### src/rtl/casc_counter.sv
module casc_counter #(
  parameter int WIDTH = 4
) (
  input  logic             clk,
  input  logic             clear_n,
  input  logic             load_n,
  input  logic             en_local,
  input  logic             en_chain,
  input  logic [WIDTH-1:0] din,
  output logic [WIDTH-1:0] q,
  output logic             carry_out
);

  logic [WIDTH-1:0] cnt;
  logic             step;
  logic             at_top;

  assign step   = en_local & en_chain;
  assign at_top = &cnt;

  always_ff @(posedge clk or negedge clear_n) begin
    if (!clear_n)
      cnt <= '0;
    else if (!load_n)
      cnt <= din;
    else if (step)
      cnt <= cnt + 1'b1;
  end

  assign q         = cnt;
  assign carry_out = en_chain & at_top;

endmodule

### config.mk
export PLATFORM = sky130hd
export DESIGN_NAME = casc_counter
export DESIGN_NICKNAME = d
export VERILOG_FILES = /design/src/rtl/casc_counter.sv
export SDC_FILE = /design/constraint.sdc
export NUM_CORES = 1
export LEC_CHECK = 0
export ABC_AREA = 1
export CORE_AREA = 3 3 40 42
export DETAILED_ROUTE_END_ITERATION = 7
export DIE_AREA = 0 0 43 45
export PLACE_DENSITY = 0.48
export SETUP_SLACK_MARGIN = 0.02
export SYNTH_ARGS = -nofsm -noshare
export SYNTH_HDL_FRONTEND = slang
export SYNTH_SLANG_ARGS = --single-unit
### constraint.sdc
create_clock -name clk -period 0.99 [get_ports clk]
set_input_delay 0.198 -clock clk [delete_from_list [all_inputs] [get_ports clk]]
set_output_delay 0.198 -clock clk [all_outputs]
set_load 0.05 [all_outputs]
==> parameters.txt, run 1 <==
Parameter                              Value

Timing
  Setup repair after global routing missed its margin ... yes
  Clock skew ... around 8.2 ps
  Hold violation count in the final report ... 0
  FMAX ... between 0.7 and 0.8 GHz
  Endpoints failing setup ... 8
  Slew of the pin with the lowest slew margin ... 200 ps
  Final slew viol count ... 0
  Worst slew margin relative to its limit ... 86.6%
  Final period utilization ... 128%
  Clock period minus final worst setup slack ... 1270 ps
  Post-route setup slack ... -282 ps

Synthesis
  Area fraction in compound gates after synthesis ... 4.72%
  Yosys top cell by area ... sky130_fd_sc_hd__dfrtp_1
  Yosys warning total ... 0
  Adder-Cell Fraction of Synth Area ... 4.72%
  Sequential area share after synthesis ... between 30% and 40%
  Simple-gate share of the synthesized area ... a little under half
  Synthesized net count ... 49
  Dominant cells by area after synthesis ... sky130_fd_sc_hd__dfrtp_1, sky130_fd_sc_hd__nand2_1, sky130_fd_sc_hd__nand3_1, sky130_fd_sc_hd__ha_1, sky130_fd_sc_hd__inv_1
  Mean post-synth cell area ... 6.80 µm²
  Syn Std Cell Area ... about 270 µm²
  Share of synthesized area spent on multiplexers ... 0%
  XOR/XNOR Fraction of Synth Area ... 0%
  Post-synth top area share ... a little under two fifths
  Largest family of logic cells by synthesized area ... simple AND/OR/NAND/NOR gates
  Cell variety after synth ... 13
  Synthesis-stage register bit count ... 4
  Post-Synthesis Cells ... 39

Clock network
  Depth of the CTS H-tree ... 1
  Post-CTS clock slew at the launch and capture registers of the worst setup and hold paths ... 40 ps
  Maximum clock path buffer count ... 2
  TritonCTS clock tree ... yes
  Cts bufs inserted ... 3
  CTS Hold Bufs ... 0
  Clock latency at the later pin of the worst-skew pair ... ~250 ps
  Number of sinks on the clock net ... 4
  Root buffer cell ... sky130_fd_sc_hd__clkbuf_4

Final layout
  Number of nets in the finished design ... 75
  Largest register FFs ... 4
  Inserted Diodes ... 0
  Layout area overhead ... 128%
  Layout cells sized above 1 ... 46.0%
  Final cell area excluding filler cells ... roughly 600 µm²
  Post-layout instance count excluding filler cells ... 78

Status
  Status ... finished, violations left
  Failing checks ... negative setup slack

GRT
  Met3 GRT Util ... 9.56%
  Initial antenna violation count ... 0
  Wire length of the first global-routing pass ... between 1000 and 1500 µm
  Maximum number of pins on one net before global-route repair ... 7
  Remaining Overflow, GRT ... 0
  Grt peak-use layer ... met2
  Met1 usage in global routing ... 9.90%
  Global Route Usage Sum ... 10.4%
  Vias in the first global route ... roughly 320
  Global routing usage on met2 ... 15.3%

Worst setup path
  Startpoint of the worst-slack reg-to-reg timing path ... q[0]
  Largest fanout on the critical path ... 2
  First element of the critical path ... q[0]
  Critical Path Start Type ... flop
  WS Path Type ... flop to primary output
  Worst Path Arrival ... 1070 ps
  Worst-case reg-to-reg path depth ... 7
  CP endpoint kind ... primary output
  Critical path required time ... 790 ps

Placement
  Placed wire-length estimate ... 614 µm
  Number of placed cells counting well taps ... 71
  Area of placed instances ... roughly 530 µm²
  Number of buffers added on ports ... 13
  Post-placement setup slack ... -264 ps
  Routability-driven placement congestion ratio ... roughly 0.67

Floorplanning
  Number of top-level pins ... 14
  Die Span X ... 43 µm
  Die boundary height ... 45 µm
  Number of placement rows ... 13
  Core area ... 0.00128 mm²
  Effective utilization at floorplan ... 20.6%
  Full die area ... 0.00194 mm²

Power and ir drop
  PD cells ... 1430 mW/mm²
  Maximum vdd drop ... 0.723 mV
  Static leakage ... 0.289 nW

Detailed routing
  Drt via density ... 4.33
  Per-cell routed wire length ... approximately 10 µm
  Total wire length after detailed routing ... a little under 800 µm
  Number of detailed-routing iterations run before antenna repair ... 2
  Total DRC errors in the routed layout ... 0
  Total via count in the routed design ... 338
  Count of routing violations after the opening detailed-route iteration ... 3
  Final antenna-violating net count ... 0

Hold path
  HP Class ... input port to asynchronous set/reset pin

Run
  Total of max-cap violations ... 0
[area by class of cell]
class,count,area [µm²]
repair buffers,21,260
well taps,15,18.8
fillers,124,679
inverters,5,18.8
multi-input cells,30,180
flip-flops and latches,4,105
clock buffers,3,22.5
[critical path: stages (launching register included)]
cell and delay [ps]:
sky130_fd_sc_hd__dfrtp_2 420, sky130_fd_sc_hd__ha_4 180, sky130_fd_sc_hd__nand2_4 70, sky130_fd_sc_hd__nor2_4 40
sky130_fd_sc_hd__buf_12 140
[cell usage after synthesis, drive strengths merged]
library cell,instances
o211ai,1
nor2,4
dfrtp,4
or2,1
ha,1
nand3,4
nand4,1
o21ai,1
inv,5
nand2,17
[worst paths after layout]
kind	endpoint	slack, ps
setup / recovery	carry_out	-280
hold / removal	q[3]	160
setup reg to reg	q[3]	-130
hold reg to reg	q[1]	660
max in group asynchronous	q[1]	630
min in group clk	q[2]	540
[where the power goes]
group / leakage (nW) / internal, mW / switching, mW
Sequential: 0.0439 / 0.191 / 0.0293
Clock: 0.0138 / 0.136 / 0.0759
Combinational: 0.231 / 0.233 / 0.201
Total: 0.289 / 0.560 / 0.306
[cells by family after synthesis]
kind of cell,after synthesis
simple gates,27
buf+inv,5
flops,4
compound gates,2
fa+ha+maj,1
[through the flow]
step / TNS (ps) / total power, mW / utilization (%) / hold slack (ps)
2_1_floorplan: -505 / 0.397 / - / -97.6
3_3_place_gp: -1080 / 0.600 / 41.0 / 419
3_5_place_dp: -1060 / 0.600 / 41.0 / 420
4_1_cts: -1170 / 0.861 / 46.3 / 168
5_1_grt: -1420 / 0.928 / 47.1 / 168
6_report: -1090 / 0.866 / 47.1 / 161
[layout by cell type (no fill, tap or decap)]
cell type                         instances
sky130_fd_sc_hd__buf_12                   6
sky130_fd_sc_hd__buf_4                    5
sky130_fd_sc_hd__buf_6                    2
sky130_fd_sc_hd__clkbuf_4                 3
sky130_fd_sc_hd__clkdlybuf4s50_1          8
sky130_fd_sc_hd__dfrtp_2                  4
sky130_fd_sc_hd__ha_4                     1
sky130_fd_sc_hd__inv_1                    3
sky130_fd_sc_hd__inv_2                    2
sky130_fd_sc_hd__nand2_1                 14
sky130_fd_sc_hd__nand2_2                  2
sky130_fd_sc_hd__nand2_4                  1
sky130_fd_sc_hd__nand3_1                  4
sky130_fd_sc_hd__nand4_1                  1
sky130_fd_sc_hd__nor2_1                   2
sky130_fd_sc_hd__nor2_4                   2
sky130_fd_sc_hd__o211ai_1                 1
sky130_fd_sc_hd__o21ai_2                  1
sky130_fd_sc_hd__or2_0                    1
[layer usage]
layer	wire, µm	up-vias
li1	-	171
met1	308	152
met2	376	13
met3	99	2
met4	9	0
met5	0	-
[repair_timing]
item,CTS,global route
setup endpoints to repair,6,9
hold endpoints to repair,0,0
pin swaps,2,2
gates resized for setup,1,3
buffers inserted,4,0
Power figures use the tool's default switching activity.
==> inputs of run 2 (changes only) <==
--- a/config.mk
+++ b/config.mk
@@ -9,8 +9,9 @@
 export CORE_AREA = 3 3 40 42
 export DETAILED_ROUTE_END_ITERATION = 7
 export DIE_AREA = 0 0 43 45
-export PLACE_DENSITY = 0.48
+export PLACE_DENSITY_LB_ADDON = 0.12
 export SETUP_SLACK_MARGIN = 0.02
 export SYNTH_ARGS = -nofsm -noshare
 export SYNTH_HDL_FRONTEND = slang
 export SYNTH_SLANG_ARGS = --single-unit
+export TNS_END_PERCENT = 30
==> parameters.txt, run 2 (same netlist as run 1, synthesis figures left out) <==
Parameter                              Value

Floorplanning
  Die Span X ... 43 µm
  Full die area ... 0.00194 mm²
  Core area ... 0.00128 mm²
  Number of placement rows ... 13
  Effective utilization at floorplan ... between 20% and 30%
  Number of top-level pins ... 14
  Die boundary height ... around 45 µm

Hold path
  HP Class ... input port to asynchronous set/reset pin

Clock network
  Number of sinks on the clock net ... 4
  Root buffer cell ... sky130_fd_sc_hd__clkbuf_4
  Maximum clock path buffer count ... 2
  Post CTS Setup Buffer Count ... 0
  TritonCTS clock tree ... yes
  Depth of the CTS H-tree ... 1
  Cts bufs inserted ... 3
  Clock latency at the later pin of the worst-skew pair ... 230 ps
  Post-CTS clock slew at the launch and capture registers of the worst setup and hold paths ... around 40 ps

Worst setup path
  Critical Path Slowest Stage Cell ... sky130_fd_sc_hd__dfrtp_2
  Worst Path Arrival ... approximately 1100 ps
  Largest fanout on the critical path ... 2
  Critical Path Start Type ... flop
  Critical path, cell by cell ... ha_4 > nand2_4 > nor2_4 > buf_12
  Maximum cell stage delay along the critical path ... 410 ps
  Critical path required time ... 790 ps
  WS Path Type ... flop to primary output
  Buffers and inverters on the worst path ... 1
  Cell type group with the largest total delay on the critical path ... flip-flops
  CP endpoint kind ... primary output

Final layout
  Layout cells sized above 1 ... 39.0%
  Leading cell type in the layout, fill and taps excluded ... sky130_fd_sc_hd__nand2_1
  Largest register FFs ... 4
  Number of nets in the finished design ... 71
  Layout area overhead ... 109%
  Inserted Diodes ... 0
  Leading cell types in the layout, fill and taps excluded ... sky130_fd_sc_hd__nand2_1, sky130_fd_sc_hd__clkdlybuf4s50_1, sky130_fd_sc_hd__buf_12

Power and ir drop
  Static leakage ... 0.279 nW
  Overall power consumption ... 787 µW
  PD cells ... ~1400 mW/mm²
  Maximum vdd drop ... 0.962 mV

Timing
  Clock period minus final worst setup slack ... between 1000 and 1500 ps
  Final period utilization ... 126%
  Clock skew ... 3.51 ps
  Post-route setup slack ... -262 ps
  FMAX ... 0.799 GHz
  Final slew viol count ... 0
  Hold violation count in the final report ... 0
  Setup repair after global routing missed its margin ... yes
  Slew of the pin with the lowest slew margin ... between 150 and 200 ps
  Worst slew margin relative to its limit ... 88.3%
  Endpoints failing setup ... 6
  Fin Setup TNS ... -659 ps

GRT
  Vias in the first global route ... 291
  Wire length of the first global-routing pass ... between 1000 and 1500 µm
  Remaining Overflow, GRT ... 0
  Global Route Usage Sum ... 8.60%
  Initial antenna violation count ... 0
  Maximum number of pins on one net before global-route repair ... 7

Run
  Total of max-cap violations ... 0

Detailed routing
  Number of detailed-routing iterations run before antenna repair ... 3
  Final antenna-violating net count ... 0
  Total wire length after detailed routing ... 645 µm
  Count of routing violations after the opening detailed-route iteration ... 4
  Per-cell routed wire length ... approximately 8.7 µm
  Drt via density ... between 4 and 5
  Total DRC errors in the routed layout ... 0
  Total via count in the routed design ... 310

Status
  Failing checks ... negative setup slack
  Status ... finished, violations left

Placement
  Number of buffers added on ports ... 13
  Routability-driven placement congestion ratio ... 0.669
  Placed wire-length estimate ... 564 µm
-- run 2: changes by cell type in the layout (fill, tap and decap cells not counted) --
cell                              delta
sky130_fd_sc_hd__buf_12              -1
sky130_fd_sc_hd__buf_4               -1
sky130_fd_sc_hd__buf_6               -2
sky130_fd_sc_hd__clkdlybuf4s50_1     -2
sky130_fd_sc_hd__dlymetal6s2s_1      +2
sky130_fd_sc_hd__nand2_1             +1
sky130_fd_sc_hd__nand2_2             -1
sky130_fd_sc_hd__o21ai_1             +1
sky130_fd_sc_hd__o21ai_2             -1
-- run 2: routing by layer --
layer  wire (µm)  part of all wire, %  GRT usage [%]  vias up
met1         262                   41           9.25      134
met2         327                   51           13.2       12
li1            -                    -              -      164
met4           0                    0           3.61        0
met5           0                    0              0        -
met3          55                  8.5           5.98        0
-- run 2: report_power, final --
group / total, mW / internal (mW) / switching, mW
Clock: 0.196 / 0.135 / 0.0610
Sequential: 0.223 / 0.192 / 0.0319
Combinational: 0.367 / 0.186 / 0.181
-- run 2: path summary, 6_finish.rpt --
path                         start   endpoint  slack [ps]  cells past startpoint
max                           q[1]  carry_out        -260                      4
min                        clear_n       q[3]         160                      1
max reg2reg                   q[1]       q[1]           0                      3
min reg2reg                   q[2]       q[2]         620                      2
max in group asynchronous  clear_n       q[1]         650                      1
min in group clk            load_n       q[3]         390                      5
-- run 2: final cells by class --
cell class              instances  area, µm²
well taps                      15       18.8
multi-input cells              30        174
fillers                       127        731
flip-flops and latches          4        105
repair buffers                 17        215
inverters                       5       18.8
clock buffers                   3       22.5
-- run 2: through the flow --
stage	instances	area [µm²]	utilization (%)	setup WS, ps	hold WS (ps)
4_1_cts	74	549	42.7	-276	164
5_1_grt	74	554	43.1	-307	164
6_report	74	554	43.1	-262	164
2_1_floorplan	39	298	-	-270	-97.6
3_3_place_gp	71	527	41.0	-255	413
3_5_place_dp	71	527	41.0	-259	414
-- run 2: repair_timing --
item | CTS | global route
resized for setup | 0 | 2
hold buffers | 0 | 0
pin swaps | 1 | 0
endpoints found under the setup margin | 6 | 9
==> inputs of run 3 (changes only) <==
--- a/config.mk
+++ b/config.mk
@@ -9,6 +9,7 @@
 export CORE_AREA = 3 3 40 42
 export DETAILED_ROUTE_END_ITERATION = 7
 export DIE_AREA = 0 0 43 45
+export HOLD_SLACK_MARGIN = 0.03
 export PLACE_DENSITY_LB_ADDON = 0.12
 export SETUP_SLACK_MARGIN = 0.02
 export SYNTH_ARGS = -nofsm -noshare
==> results of run 3 <==
Final layout, timing and power as in run 2 (identical DEF).
